--- src/rtl/ipi_dest_pkg.sv ---
package ipi_dest_pkg;

    typedef enum logic [1:0] {
        SH_DEST    = 2'd0,
        SH_SELF    = 2'd1,
        SH_ALL_INC = 2'd2,
        SH_ALL_EXC = 2'd3
    } shorthand_e;

    localparam int FMT_W = 4;
    localparam logic [FMT_W-1:0] FMT_FLAT    = 4'hF;
    localparam logic [FMT_W-1:0] FMT_CLUSTER = 4'h0;

endpackage

--- src/rtl/dm_phys_match.sv ---
module dm_phys_match #(
    parameter int ID_W = 8
) (
    input  logic [ID_W-1:0] own_id,
    input  logic [ID_W-1:0] target,
    output logic            phys_hit
);
    localparam logic [ID_W-1:0] BCAST = {ID_W{1'b1}};

    always_comb begin
        phys_hit = (target == BCAST) || (target == own_id);
    end
endmodule

--- src/rtl/dm_logic_match.sv ---
module dm_logic_match
    import ipi_dest_pkg::*;
#(
    parameter int REG_W = 32,
    parameter int ID_W  = 8
) (
    input  logic [REG_W-1:0] ldr_full,
    input  logic [FMT_W-1:0] fmt_sel,
    input  logic             ext_mode,
    input  logic [REG_W-1:0] target,
    output logic             log_hit,
    output logic             bad_fmt
);
    localparam int NIB_W  = ID_W / 2;
    localparam int ID_LSB = REG_W - ID_W;

    logic [ID_W-1:0]  lid;
    logic [ID_W-1:0]  tid;
    logic [NIB_W-1:0] member_ov;
    logic             flat_hit;
    logic             clus_hit;
    logic             wide_hit;

    assign lid = ldr_full[REG_W-1:ID_LSB];
    assign tid = target[ID_W-1:0];

    for (genvar b = 0; b < NIB_W; b++) begin : g_member
        assign member_ov[b] = lid[b] & tid[b];
    end

    always_comb begin
        flat_hit = |(lid & tid);
        clus_hit = (lid[ID_W-1:NIB_W] == tid[ID_W-1:NIB_W]) && (|member_ov);
        wide_hit = |(ldr_full & target);
    end

    always_comb begin
        log_hit = 1'b0;
        bad_fmt = 1'b0;
        if (ext_mode) begin
            log_hit = wide_hit;
        end else begin
            unique case (fmt_sel)
                FMT_FLAT:    log_hit = flat_hit;
                FMT_CLUSTER: log_hit = clus_hit;
                default:     bad_fmt = 1'b1;
            endcase
        end
    end
endmodule

--- src/rtl/ipi_dest_match.sv ---
module ipi_dest_match
    import ipi_dest_pkg::*;
#(
    parameter int REG_W = 32,
    parameter int ID_W  = 8
) (
    input  logic [REG_W-1:0] id_reg,
    input  logic [REG_W-1:0] ldr_reg,
    input  logic [REG_W-1:0] fmt_reg,
    input  logic             ext_mode,
    input  logic             from_self,
    input  logic [1:0]       shorthand,
    input  logic             dst_logical,
    input  logic [REG_W-1:0] dst_id,
    output logic             hit,
    output logic             fmt_err
);
    localparam int ID_LSB = REG_W - ID_W;

    logic p_hit;
    logic l_hit;
    logic l_bad;
    shorthand_e sh;

    assign sh = shorthand_e'(shorthand);

    dm_phys_match #(.ID_W(ID_W)) u_phys (
        .own_id   (id_reg[REG_W-1:ID_LSB]),
        .target   (dst_id[ID_W-1:0]),
        .phys_hit (p_hit)
    );

    dm_logic_match #(.REG_W(REG_W), .ID_W(ID_W)) u_logic (
        .ldr_full (ldr_reg),
        .fmt_sel  (fmt_reg[REG_W-1:REG_W-FMT_W]),
        .ext_mode (ext_mode),
        .target   (dst_id),
        .log_hit  (l_hit),
        .bad_fmt  (l_bad)
    );

    always_comb begin
        hit     = 1'b0;
        fmt_err = 1'b0;
        unique case (sh)
            SH_SELF:    hit = from_self;
            SH_ALL_INC: hit = 1'b1;
            SH_ALL_EXC: hit = !from_self;
            SH_DEST: begin
                if (dst_logical) begin
                    hit     = l_hit;
                    fmt_err = l_bad;
                end else begin
                    hit = p_hit;
                end
            end
            default: hit = 1'b0;
        endcase
    end

    always_comb begin

        all_inc_chk: assert (!(shorthand == 2'd2) || hit);

        all_exc_chk: assert (!(shorthand == 2'd3) || (hit != from_self));

        bcast_chk: assert (!(shorthand == 2'd0 && !dst_logical && dst_id[ID_W-1:0] == {ID_W{1'b1}}) || hit);

        err_nohit_chk: assert (!fmt_err || (!hit && shorthand == 2'd0 && dst_logical && !ext_mode));

        cluster_chk: assert (!(shorthand == 2'd0 && dst_logical && !ext_mode
                              && fmt_reg[REG_W-1:REG_W-FMT_W] == FMT_CLUSTER && hit)
                             || (ldr_reg[REG_W-1:REG_W-ID_W/2] == dst_id[ID_W-1:ID_W/2]));
    end
endmodule

--- config.mk ---
export PLATFORM = sky130hd
export DESIGN_NAME = ipi_dest_match
export DESIGN_NICKNAME = d
export VERILOG_FILES = /design/src/rtl/ipi_dest_pkg.sv /design/src/rtl/dm_phys_match.sv /design/src/rtl/dm_logic_match.sv /design/src/rtl/ipi_dest_match.sv
export SDC_FILE = /design/constraint.sdc
export NUM_CORES = 1
export LEC_CHECK = 0
export BUFFER_PORTS_ARGS = -buffer_cell sky130_fd_sc_hd__buf_2
export CAP_MARGIN = 10
export CORE_AREA = 2 2 52 54
export DETAILED_ROUTE_END_ITERATION = 8
export DIE_AREA = 0 0 54 56
export PLACE_DENSITY = 0.88
export SKIP_LAST_GASP = 1
export SLEW_MARGIN = 20
export SYNTH_ARGS = -nofsm -noshare
export SYNTH_HDL_FRONTEND = slang
export SYNTH_SLANG_ARGS = --single-unit
--- constraint.sdc ---
create_clock -name vclk -period 1.7
set_clock_uncertainty 0.15 [all_clocks]
set_input_delay 0.085 -clock vclk [all_inputs]
set_output_delay 0.085 -clock vclk [all_outputs]
set_load 0.02 [all_outputs]
==> results of run 1 <==
power by group:
part           switching [mW]  total, mW  internal (mW)
sequential                  0          0              0
combinational          0.0908      0.227          0.137
clock                       0          0              0
path summary, 6_finish.rpt:
kind	start	cells past startpoint	slack [ns]	end
max	dst_id[7]	8	0.03	hit
min	dst_logical	4	0.36	fmt_err
metrics by stage:
stage	total power, mW	setup WS (ns)	instances	hold slack (ns)
after floorplan	0.0713	0.239	56	0.147
after global placement	0.205	-0.0291	175	0.375
after detailed placement	0.209	-0.0225	175	0.365
after CTS	0.215	0.00258	175	0.368
after global routing	0.251	-0.0268	175	0.396
final	0.227	0.0261	175	0.365
logic make-up (layout without fill, tap and decap cells):
group / after synthesis / after routing
XOR/XNOR: 9 / 9
AND/OR/NAND/NOR: 20 / 20
AO/OA/AOI/OAI: 23 / 23
adder cells (fa/ha/maj): 4 / 4
buffers and inverters: 0 / 89
cell usage after synthesis:
cell type | number | share of area [%]
sky130_fd_sc_hd__ha_1 | 4 | 12
sky130_fd_sc_hd__o22ai_1 | 2 | 2.9
sky130_fd_sc_hd__and3_1 | 1 | 1.5
sky130_fd_sc_hd__a22o_1 | 5 | 10
sky130_fd_sc_hd__nand4_1 | 7 | 10
sky130_fd_sc_hd__o21ai_1 | 1 | 1.2
sky130_fd_sc_hd__a221oi_1 | 6 | 12
sky130_fd_sc_hd__nand3_1 | 1 | 1.2
sky130_fd_sc_hd__a41o_1 | 1 | 2.4
sky130_fd_sc_hd__nor2_1 | 2 | 1.8
sky130_fd_sc_hd__nor4_1 | 2 | 2.9
sky130_fd_sc_hd__a222oi_1 | 1 | 2.4
sky130_fd_sc_hd__nand2_1 | 3 | 2.6
sky130_fd_sc_hd__or4_1 | 1 | 1.8
sky130_fd_sc_hd__nor3_1 | 2 | 2.4
sky130_fd_sc_hd__xnor2_1 | 9 | 19
sky130_fd_sc_hd__a22oi_1 | 6 | 11
sky130_fd_sc_hd__a21oi_1 | 1 | 1.2
sky130_fd_sc_hd__nand4b_1 | 1 | 2.1
layout make-up:
type / count / area [sq um]
Fill cell: 282 / 1440
Tap cell: 30 / 37.5
Timing Repair Buffer: 89 / 492
Multi-Input combinational cell: 56 / 459
placed cells by master, fill, tap and decap left out, types with 3 or more instances in the layout:
cell type and instances:
sky130_fd_sc_hd__nand4_1 7, sky130_fd_sc_hd__buf_6 3, sky130_fd_sc_hd__nand2_1 3, sky130_fd_sc_hd__a221oi_1 6
sky130_fd_sc_hd__xnor2_1 9, sky130_fd_sc_hd__a22oi_1 6, sky130_fd_sc_hd__a22o_1 5, sky130_fd_sc_hd__buf_4 7
sky130_fd_sc_hd__buf_2 78
what timing repair did:
action / 4_1_cts / 5_1_grt
endpoints found under the hold margin: 0 / 0
pin swaps: 4 / 6
endpoints found under the setup margin: 1 / 1
gates resized for setup: 3 / 12
per-layer routing:
layer / vias to the layer above / GRT usage, % / routed length, um
li1: 431 / - / -
met1: 377 / 18.1 / 950
met2: 81 / 26.0 / 1160
met3: 4 / 5.65 / 450
met4: 2 / 0 / 14
met5: - / 0 / 11
==> results.md, run 1 <==
- The type of the worst min-delay path is primary input to output pin.
- Along the worst path, the maximum fanout reaches 2.
- The run finished with clean final reports.
- The combinational family with the most area after synthesis is compound AO/OA/AOI/OAI gates.
- The number of violations of the max-capacitance limit is 0.
- Power spread over the standard cell area amounts to 230 mW/mm^2.
- From bottom edge to top edge, the die measures 56 um.
- The final critical path takes up 98.5% of the cycle.
- The mapped cell area is 425 sq um.
- After synthesis, the mean cell area works out to 7.60 sq um.
- The count of buffers added by post-CTS timing repair for setup is 0.
- The peak per-stage delay on the critical path is 0.52 ns.
- The iteration-0 DRC count of the detailed router is 16.
- The fraction of synthesized area in multiplexers is 0%.
- The kind of cell with the highest combined delay on the critical path is simple AND/OR/NAND/NOR gates.
- The sort of element at the end of the critical path is an output pin.
- The sequential area share after synthesis is 0%.
- Setup violations remaining at the end of the flow were counted as 0.
- The register cell area after layout is 0 sq um.
- The die is 54 um wide.
- The data required time of the worst path is 1.46 ns.
- The die covers 0.00302 sq mm.
- The post-place instance area is 923 sq um.
- The type of element launching the critical path is a primary input.
- The first global-routing pass estimated 3440 um of wire.
- For this run, design rule violations remaining after detail routing come to 0.
- Hold repair after CTS inserted 0 buffers.
- For this design the top-level I/O count stands at 135.
- Traced cell by cell, the critical path runs through buf_8, ha_4, or4_1, o21ai_1, nand3_1, nand4b_1, o22ai_1, buf_4.
- The category of the critical setup timing path is primary input to output pin.
- The cell leakage power is 0.503 nW.
- Derived from the worst setup path, the maximum achievable clock frequency is 597 MHz.
- The sum of negative setup slack is 0 ns.
- The number of hold violations in the final report was 0.
- The estimated wirelength of the detail-placed design is 2300 um.
- The repair_antennas step left the layout with diodes totalling 0.
- The number of routed nets with antenna violations is 0.
- At the pin with the least slew margin, the transition time is 0.390 ns.
- The number of nets in the synthesized netlist is 193.
- The placeable core region is 0.00243 sq mm.
- The initial antenna violation count is 1.
- The layout clock buffer count is 0.
- During synthesis, Yosys emitted a total of 0 warnings.
- After detailed routing, the number of vias per cell comes to 5.11.
- Setup repair after global routing could not meet its margin everywhere.
- The number of max-slew violations in the final report is 0.
- The number of global-route vias before repair came to 842.
- The total wire length after detailed routing is 2580 um.
- The final period demand of the worst path is 1.67 ns.
- The number of buffers and inverters on the critical path is 2.
- The cell count after synthesis is 56.
- For this run the aggregate overflow at the end of global routing stands at 0.
- Of the total synthesized cell area, the portion taken by XOR and XNOR cells is 18.5%.
- Across every metal layer, demand over resource in global routing totals 14.9%.
- The worst pin sits at a relative slew slack of 73.8%.
- The maximum ir drop on the vdd rail is 0.126 mV.
- The largest individual stage delay along the critical path comes from the cell sky130_fd_sc_hd__or4_1.
- The largest net degree at the start of global routing is 6.
- The synthesized netlist devotes 43.2% of its cell area to compound gates.
- The final route contains 895 vias.
- Once the floorplan was initialized, standard cells occupied 17.5% of the core.
- The synthesis-to-finish area growth is 132%.
- The first detailed-routing pass ran for 5 iterations.
- In this run, distinct cell masters in the synthesized netlist total 19.
- The core utilization of the finished layout is 40.6%.
- The share of cells above drive strength 1 is 64.1%.
- The routability-driven placement congestion ratio is 0.805.
- The arrival time at the worst endpoint is 1.44 ns.
- The placement row count is 18.
- The final sequential cell count is 0.
- Buffers placed on the I/O ports in this run total 83.
- Dividing the detail-routed wire length by the instance count gives 14.8 um.
- After Yosys synthesis, full adders, half adders and majority gates account for 11.8% of the synthesized area.
- The layout net count is 284.
- After Yosys synthesis, and, or, nand and nor cells account for 26.5% of the synthesized area.
- After routing the design area is 988 sq um.
Note: power is estimated with default switching activity, not from simulation.
==> inputs of run 2 (changes only) <==
==> constraint.sdc (replaced) <==
create_clock -name vclk -period 1.7
set_clock_uncertainty 0.15 [all_clocks]
set_input_delay 0.255 -clock vclk [all_inputs]
set_output_delay 0.255 -clock vclk [all_outputs]
set_load 0.02 [all_outputs]
==> results.md, run 2 (synthesis results as in run 1) <==
- The transition at the pin with the smallest max-transition slack is 0.441 ns (+0.0510 ns).
- The post-place instance area came to 0.00100 sq mm (+8.8%).
- The global-route wire length before repair was 3390 um (-1.2%).
- The upper clock frequency limit was 500 MHz (-16%).
- The category of the critical setup timing path is primary input to output pin.
- Setup repair after global routing could not meet its margin everywhere.
- The number of standard cells in the layout, taps in and fillers out came to 182 (+4.0%).
- The area taken by multi-input logic gates is 482 sq um (+4.9%).
- The estimated wirelength of the detail-placed design is 2280 um (-0.88%).
- The worst hold path stage count was 4 (unchanged).
- The total instance count after detailed placement is 182 (+4.0%).
- The largest net degree at the start of global routing was 6 (unchanged).
- The share of cells above drive strength 1 is 67.8% (+3.6 points).
- The detailed-routing iteration count for the pre-antenna-repair pass is 4 (-1).
- The layout clock buffer count is 0 (unchanged).
- STA classifies the critical path startpoint as a primary input.
- The highest fanout seen on the critical path was 2 (unchanged).
- The register cell area after layout is 0 sq um (unchanged).
- The final worst slack came to -0.300 ns (-0.326 ns).
- The areal power density over the cells is 231 mW/mm^2 (+0.21%).
- The tightest min-delay check is of the primary input to output pin type.
- The total global-route track usage is 14.5% (-0.42 points).
- The full die area is 0.00302 sq mm (unchanged).
- The iteration-0 DRC count of the detailed router is 15 (-1).
- The placeable core region came to 0.00243 sq mm (unchanged).
- The number of antenna cells inserted was 0 (unchanged).
- The per-cell via count in the routed design is 4.95 (-3.2%).
- The total I/O pin count is 135 (unchanged).
- The count of buffer and inverter cells on the critical path is 2 (unchanged).
- For hold timing, the worst endpoint is fmt_err.
- The final setup violation count is 1 (+1).
- The kind of cell with the highest combined delay on the critical path is simple AND/OR/NAND/NOR gates.
- Traced cell by cell, the critical path runs through buf_8, ha_4, or4_4, o21ai_1, nand3_1, nand4b_1, o22ai_4, buf_6.
- The number of hold buffers added after cts came to 0 (unchanged).
- The relative max-transition margin is 70.6% (-3.2 points).
- The placement row count is 18 (unchanged).
- In the layout the commonest cells are sky130_fd_sc_hd__buf_2, sky130_fd_sc_hd__buf_4, sky130_fd_sc_hd__xnor2_1, sky130_fd_sc_hd__nand4_1.
- The data required time of the worst path is 1.29 ns (-0.17 ns).
- The number of fill cells is 266 (-5.7%).
- The run finished, with violations left.
- The routed wirelength normalized by instance count is 13.2 um (-11%).
- The number of global-route vias before repair is 887 (+5.3%).
- The number of violations of the max-capacitance limit was 0 (unchanged).
- The die extent in y came to 56 um (unchanged).
- The layout net count is 291 (+2.5%).
- The number of routed nets with antenna violations came to 0 (unchanged).
- The count of input and output buffers is 83 (unchanged).
- The total wire length after detailed routing is 2400 um (-7.1%).
- The checks that failed: setup timing.
- The startpoint identified for the worst hold timing path is dst_logical.
- The final sequential cell count is 0 (unchanged).
- The number of hold violations in the final report is 0 (unchanged).
- The peak per-stage delay on the critical path was 0.49 ns (-0.03 ns).
- The sum of negative setup slack is -0.300 ns (-0.300 ns).
- The cell leakage power is 0.546 nW (+8.5%).
- The arrival time at the worst endpoint came to 1.59 ns (+0.15 ns).
- The sort of element at the end of the critical path is an output pin.
- The maximum ir drop on the vdd rail is 0.129 mV (+2.4%).
- The number of max-slew violations in the final report is 0 (unchanged).
- The final period utilization came to 118% (+19 points).
- The routability-driven placement congestion ratio is 0.807 (+0.22%).
- The final period demand of the worst path was 2.00 ns (+0.326 ns).
- The initial antenna violation count was 0 (-1).
- The summed area of non-filler cells in the final layout is 0.00108 sq mm (+9.0%).
- The synthesis-to-finish area growth is 153%.
- The residual DRC count came to 0 (unchanged).
- Leaving out fill and tap cells, the most frequent cell in the layout is sky130_fd_sc_hd__buf_2.
- The number of vias after detailed routing was 901 (+0.67%).
- The overall die width is 54 um (unchanged).
- The slowest cell on the critical path is sky130_fd_sc_hd__or4_4.
- The effective utilization at floorplan is 17.5% (unchanged).
- The residual overflow from global routing is 0 (unchanged).
## run 2: changes by cell type in the layout (fill, tap and decap cells not counted), sizes merged
cell / change
buf: +7
## run 2: worst min-delay path, stage by stage
cell and delay (ns):
sky130_fd_sc_hd__buf_2 0.11, sky130_fd_sc_hd__nand2_1 0.05, sky130_fd_sc_hd__nor3_1 0.04, sky130_fd_sc_hd__buf_2 0.15
## run 2: per-stage QoR
stage               total power, mW  worst slack (ns)  hold WS [ns]  util, %
floorplan                    0.0771           -0.0152         0.487        -
CTS                           0.243            -0.308         0.707     43.0
finish                        0.248            -0.300         0.709     44.3
global route                  0.271            -0.350         0.714     44.3
detailed placement            0.228            -0.351         0.706     41.3
global placement              0.224            -0.331         0.706     41.3
## run 2: power breakdown
| part | leakage, nW | internal, mW | switching (mW) |
|---|---|---|---|
| logic | 0.546 | 0.153 | 0.0953 |
| clock network | 0 | 0 | 0 |
| registers | 0 | 0 | 0 |
## run 2: final cells by class
cell class	instances	share of cell area [%]
Timing Repair Buffer	96	51.8
Multi-Input combinational cell	56	44.7
Tap cell	30	3.48
## run 2: what timing repair did
item                       in CTS  in global routing
buffers inserted                0                  0
resized for setup               9                  8
setup endpoints to repair       1                  1
pin swaps                       3                  7
## run 2: how the worst max path moves through the flow
| stage | startpoint | end | slack, ns | depth (start not counted) |
|---|---|---|---|---|
| 4_1_cts | dst_id[4] | hit | -0.31 | 8 |
| 3_5_place_dp | ldr_reg[31] | hit | -0.35 | 8 |
| 2_1_floorplan | ldr_reg[31] | hit | -0.02 | 6 |
| 5_1_grt | dst_id[7] | hit | -0.35 | 8 |
| 6_report | dst_id[7] | hit | -0.30 | 8 |
| 3_3_place_gp | ldr_reg[31] | hit | -0.33 | 8 |
## run 2: metal layers
layer | wire, um | share of wire, % | GRT usage [%] | vias to the layer above
met3 | 415 | 17 | 3.49 | 0
li1 | - | - | - | 446
met2 | 1090 | 46 | 26.1 | 69
met4 | 0 | 0 | 0 | 0
met1 | 891 | 37 | 17.9 | 386
met5 | 0 | 0 | 0 | -
==> inputs of run 3 (changes only) <==
CORE_AREA = unset   (was 2 2 52 54)
CORE_ASPECT_RATIO = 0.75   (was unset)
CORE_MARGIN = 2   (was unset)
CORE_UTILIZATION = 19   (was unset)
DIE_AREA = unset   (was 0 0 54 56)
PLACE_DENSITY = 0.84   (was 0.88)
==> results.md, run 3 (synthesis results as in run 1) <==
- The final period utilization is 118% (+0.23 points).
- The register cell area after layout is 0 sq um (unchanged).
- The per-cell via count in the routed design is 5.05 (+1.9%).
- The number of antenna cells inserted was 0 (unchanged).
- The largest net degree at the start of global routing is 6 (unchanged).
- The total I/O pin count is 135 (unchanged).
- The full die area is 0.00264 sq mm (-13%).
- The residual DRC count is 5 (+5).
- The transition at the pin with the smallest max-transition slack is 0.326 ns (-0.115 ns).
- The data required time of the worst path was 1.29 ns (about the same).
- The residual overflow from global routing is 0 (unchanged).
- The maximum ir drop on the vdd rail was 0.0736 mV (-43%).
- The arrival time at the worst endpoint is 1.60 ns (about the same).
- The reported net switching power is 0.0951 mW (-0.20%).
- The final sequential cell count is 0 (unchanged).
- In this design, the largest share of critical-path delay is due to simple AND/OR/NAND/NOR gates.
- The cell leakage power was 0.534 nW (-2.2%).
- The routed wirelength normalized by instance count is 15.5 um (+17%).
- The total wire length after detailed routing came to 2710 um (+13%).
- The final worst slack is -0.304 ns (-0.00397 ns).
- The peak per-stage delay on the critical path was 0.51 ns (+0.02 ns).
- The total global-route track usage was 20.0% (+5.5 points).
- The layout net count is 290 (-0.34%).
- The die extent in y is 45.0 um (-20%).
- The effective utilization at floorplan is 20.6% (+3.1 points).
- The number of hold violations in the final report came to 0 (unchanged).
- The routability-driven placement congestion ratio came to 0.851 (+5.5%).
- The number of violations of the max-capacitance limit came to 0 (unchanged).
- The global-route wire length before repair is 3970 um (+17%).
- The switching fraction of total power is 39.9% (+1.5 points).
- Setup repair after global routing could not meet its margin everywhere.
- The placeable core region came to 0.00207 sq mm (-15%).
- The number of hold buffers added after cts is 0 (unchanged).
- The type of element launching the critical path is a primary input.
- The area growth from synthesis to layout is 141%.
- The count of buffer and inverter cells on the critical path was 2 (unchanged).
- The worst hold path stage count was 4 (unchanged).
- The final period demand of the worst path is 2.00 ns (+0.00397 ns).
- Leaving out fill and tap cells, the most frequent cells in the layout are sky130_fd_sc_hd__buf_2, sky130_fd_sc_hd__buf_4, sky130_fd_sc_hd__xnor2_1, sky130_fd_sc_hd__nand4_1.
- The checks that failed: DRC, setup timing.
- The initial antenna violation count is 0 (unchanged).
- The run finished, with violations left.
- The path class of the tightest hold or removal check is primary input to output pin.
- The power consumption was 0.239 mW (-3.9%).
- The largest individual stage delay along the critical path comes from the cell sky130_fd_sc_hd__or4_1.
- The number of routed nets with antenna violations is 0 (unchanged).
- The power share of the combinational group came to 100.0% (about the same).
- The sequential group share of total power is 0% (unchanged).
- The critical path in this run is classified as primary input to output pin.
- The worst hold path terminates at fmt_err.
- The count of buffers added by post-CTS timing repair for setup is 0 (unchanged).
- The detailed-routing iteration count for the pre-antenna-repair pass is 6 (+2).
- The number of global-route vias before repair is 933 (+5.2%).
- The startpoint of the worst hold path is dst_logical.
- Traced cell by cell, the critical path runs through buf_8, ha_4, or4_1, o21ai_1, nand3_1, nand4b_1, o22ai_4, buf_6.
- The share of cells above drive strength 1 is 65.6% (-2.2 points).
- The estimated wirelength of the detail-placed design is 2490 um (+9.5%).
- The highest fanout seen on the critical path was 2 (unchanged).
- The areal power density over the cells is 233 mW/mm^2 (+1.2%).
- The layout clock buffer count is 0 (unchanged).
- The iteration-0 DRC count of the detailed router is 43 (+28).
- The final setup violation count was 1 (unchanged).
- The number of vias after detailed routing was 883 (-2.0%).
- The relative max-transition margin came to 78.1% (+7.5 points).
- The commonest non-fill, non-tap cell in the layout is sky130_fd_sc_hd__buf_2.
- The cell-internal power was 0.144 mW (-6.2%).
- The sort of element at the end of the critical path is an output pin.
- The count of input and output buffers came to 83 (unchanged).
- The number of max-slew violations in the final report came to 0 (unchanged).
- The sum of negative setup slack is -0.304 ns (-0.00397 ns).
- The placement row count is 14 (-4).
- The upper clock frequency limit is 499 MHz (-0.20%).
- The overall die width is 58.6 um (+8.6%).
- The core utilization of the finished layout is 49.5% (+5.2 points).
- The fraction of power consumed by the clock network is 0% (unchanged).
run 3: cell type report:
| cell class | instances | area [sq um] |
|---|---|---|
| Fill cell | 228 | 1040 |
| Timing Repair Buffer | 95 | 534 |
| Tap cell | 24 | 30.0 |
| Multi-Input combinational cell | 56 | 459 |
run 3: worst max path at each step:
stage | cells past startpoint | endpoint | slack [ns] | startpoint
2_1_floorplan | 6 | hit | -0.02 | ldr_reg[31]
5_1_grt | 8 | hit | -0.36 | dst_id[7]
6_report | 8 | hit | -0.30 | dst_id[7]
3_3_place_gp | 8 | hit | -0.32 | ldr_reg[31]
4_1_cts | 8 | hit | -0.30 | dst_id[7]
3_5_place_dp | 8 | hit | -0.33 | ldr_reg[31]
run 3: routing by layer:
layer | vias up | part of all wire (%) | wire, um | global-route usage (%)
met2 | 44 | 55 | 1490 | 43.1
met3 | 4 | 7.5 | 203 | 1.43
met1 | 392 | 35 | 960 | 20.8
met5 | - | 0 | 0 | 0
li1 | 443 | - | - | -
met4 | 0 | 2.0 | 53 | 4.55
run 3: per-stage QoR:
stage,cell area [sq um],worst slack [ns],std cells,hold WS [ns]
finish,1020,-0.304,175,0.708
global route,1020,-0.361,175,0.728
CTS,1020,-0.304,175,0.716
detailed placement,990,-0.335,175,0.715
global placement,990,-0.315,175,0.712
floorplan,454,-0.0152,56,0.487
run 3: repair_timing:
item                                   4_1_cts  5_1_grt
pin swaps                                    5        0
setup endpoints to repair                    1        1
endpoints found under the hold margin        0        0
gates resized for setup                      8        1
run 3: tightest hold or removal path, delay by kind of cell:
kind | cells | cell delay (ns)
and+or+nand+nor | 2 | 0.09
buffers and inverters | 2 | 0.26
run 3: power by group through the flow:
stage               logic (mW)  clock network, mW  registers [mW]
floorplan               0.0771                  0               0
global placement         0.219                  0               0
detailed placement       0.228                  0               0
CTS                      0.238                  0               0
global route             0.260                  0               0
finish                   0.239                  0               0
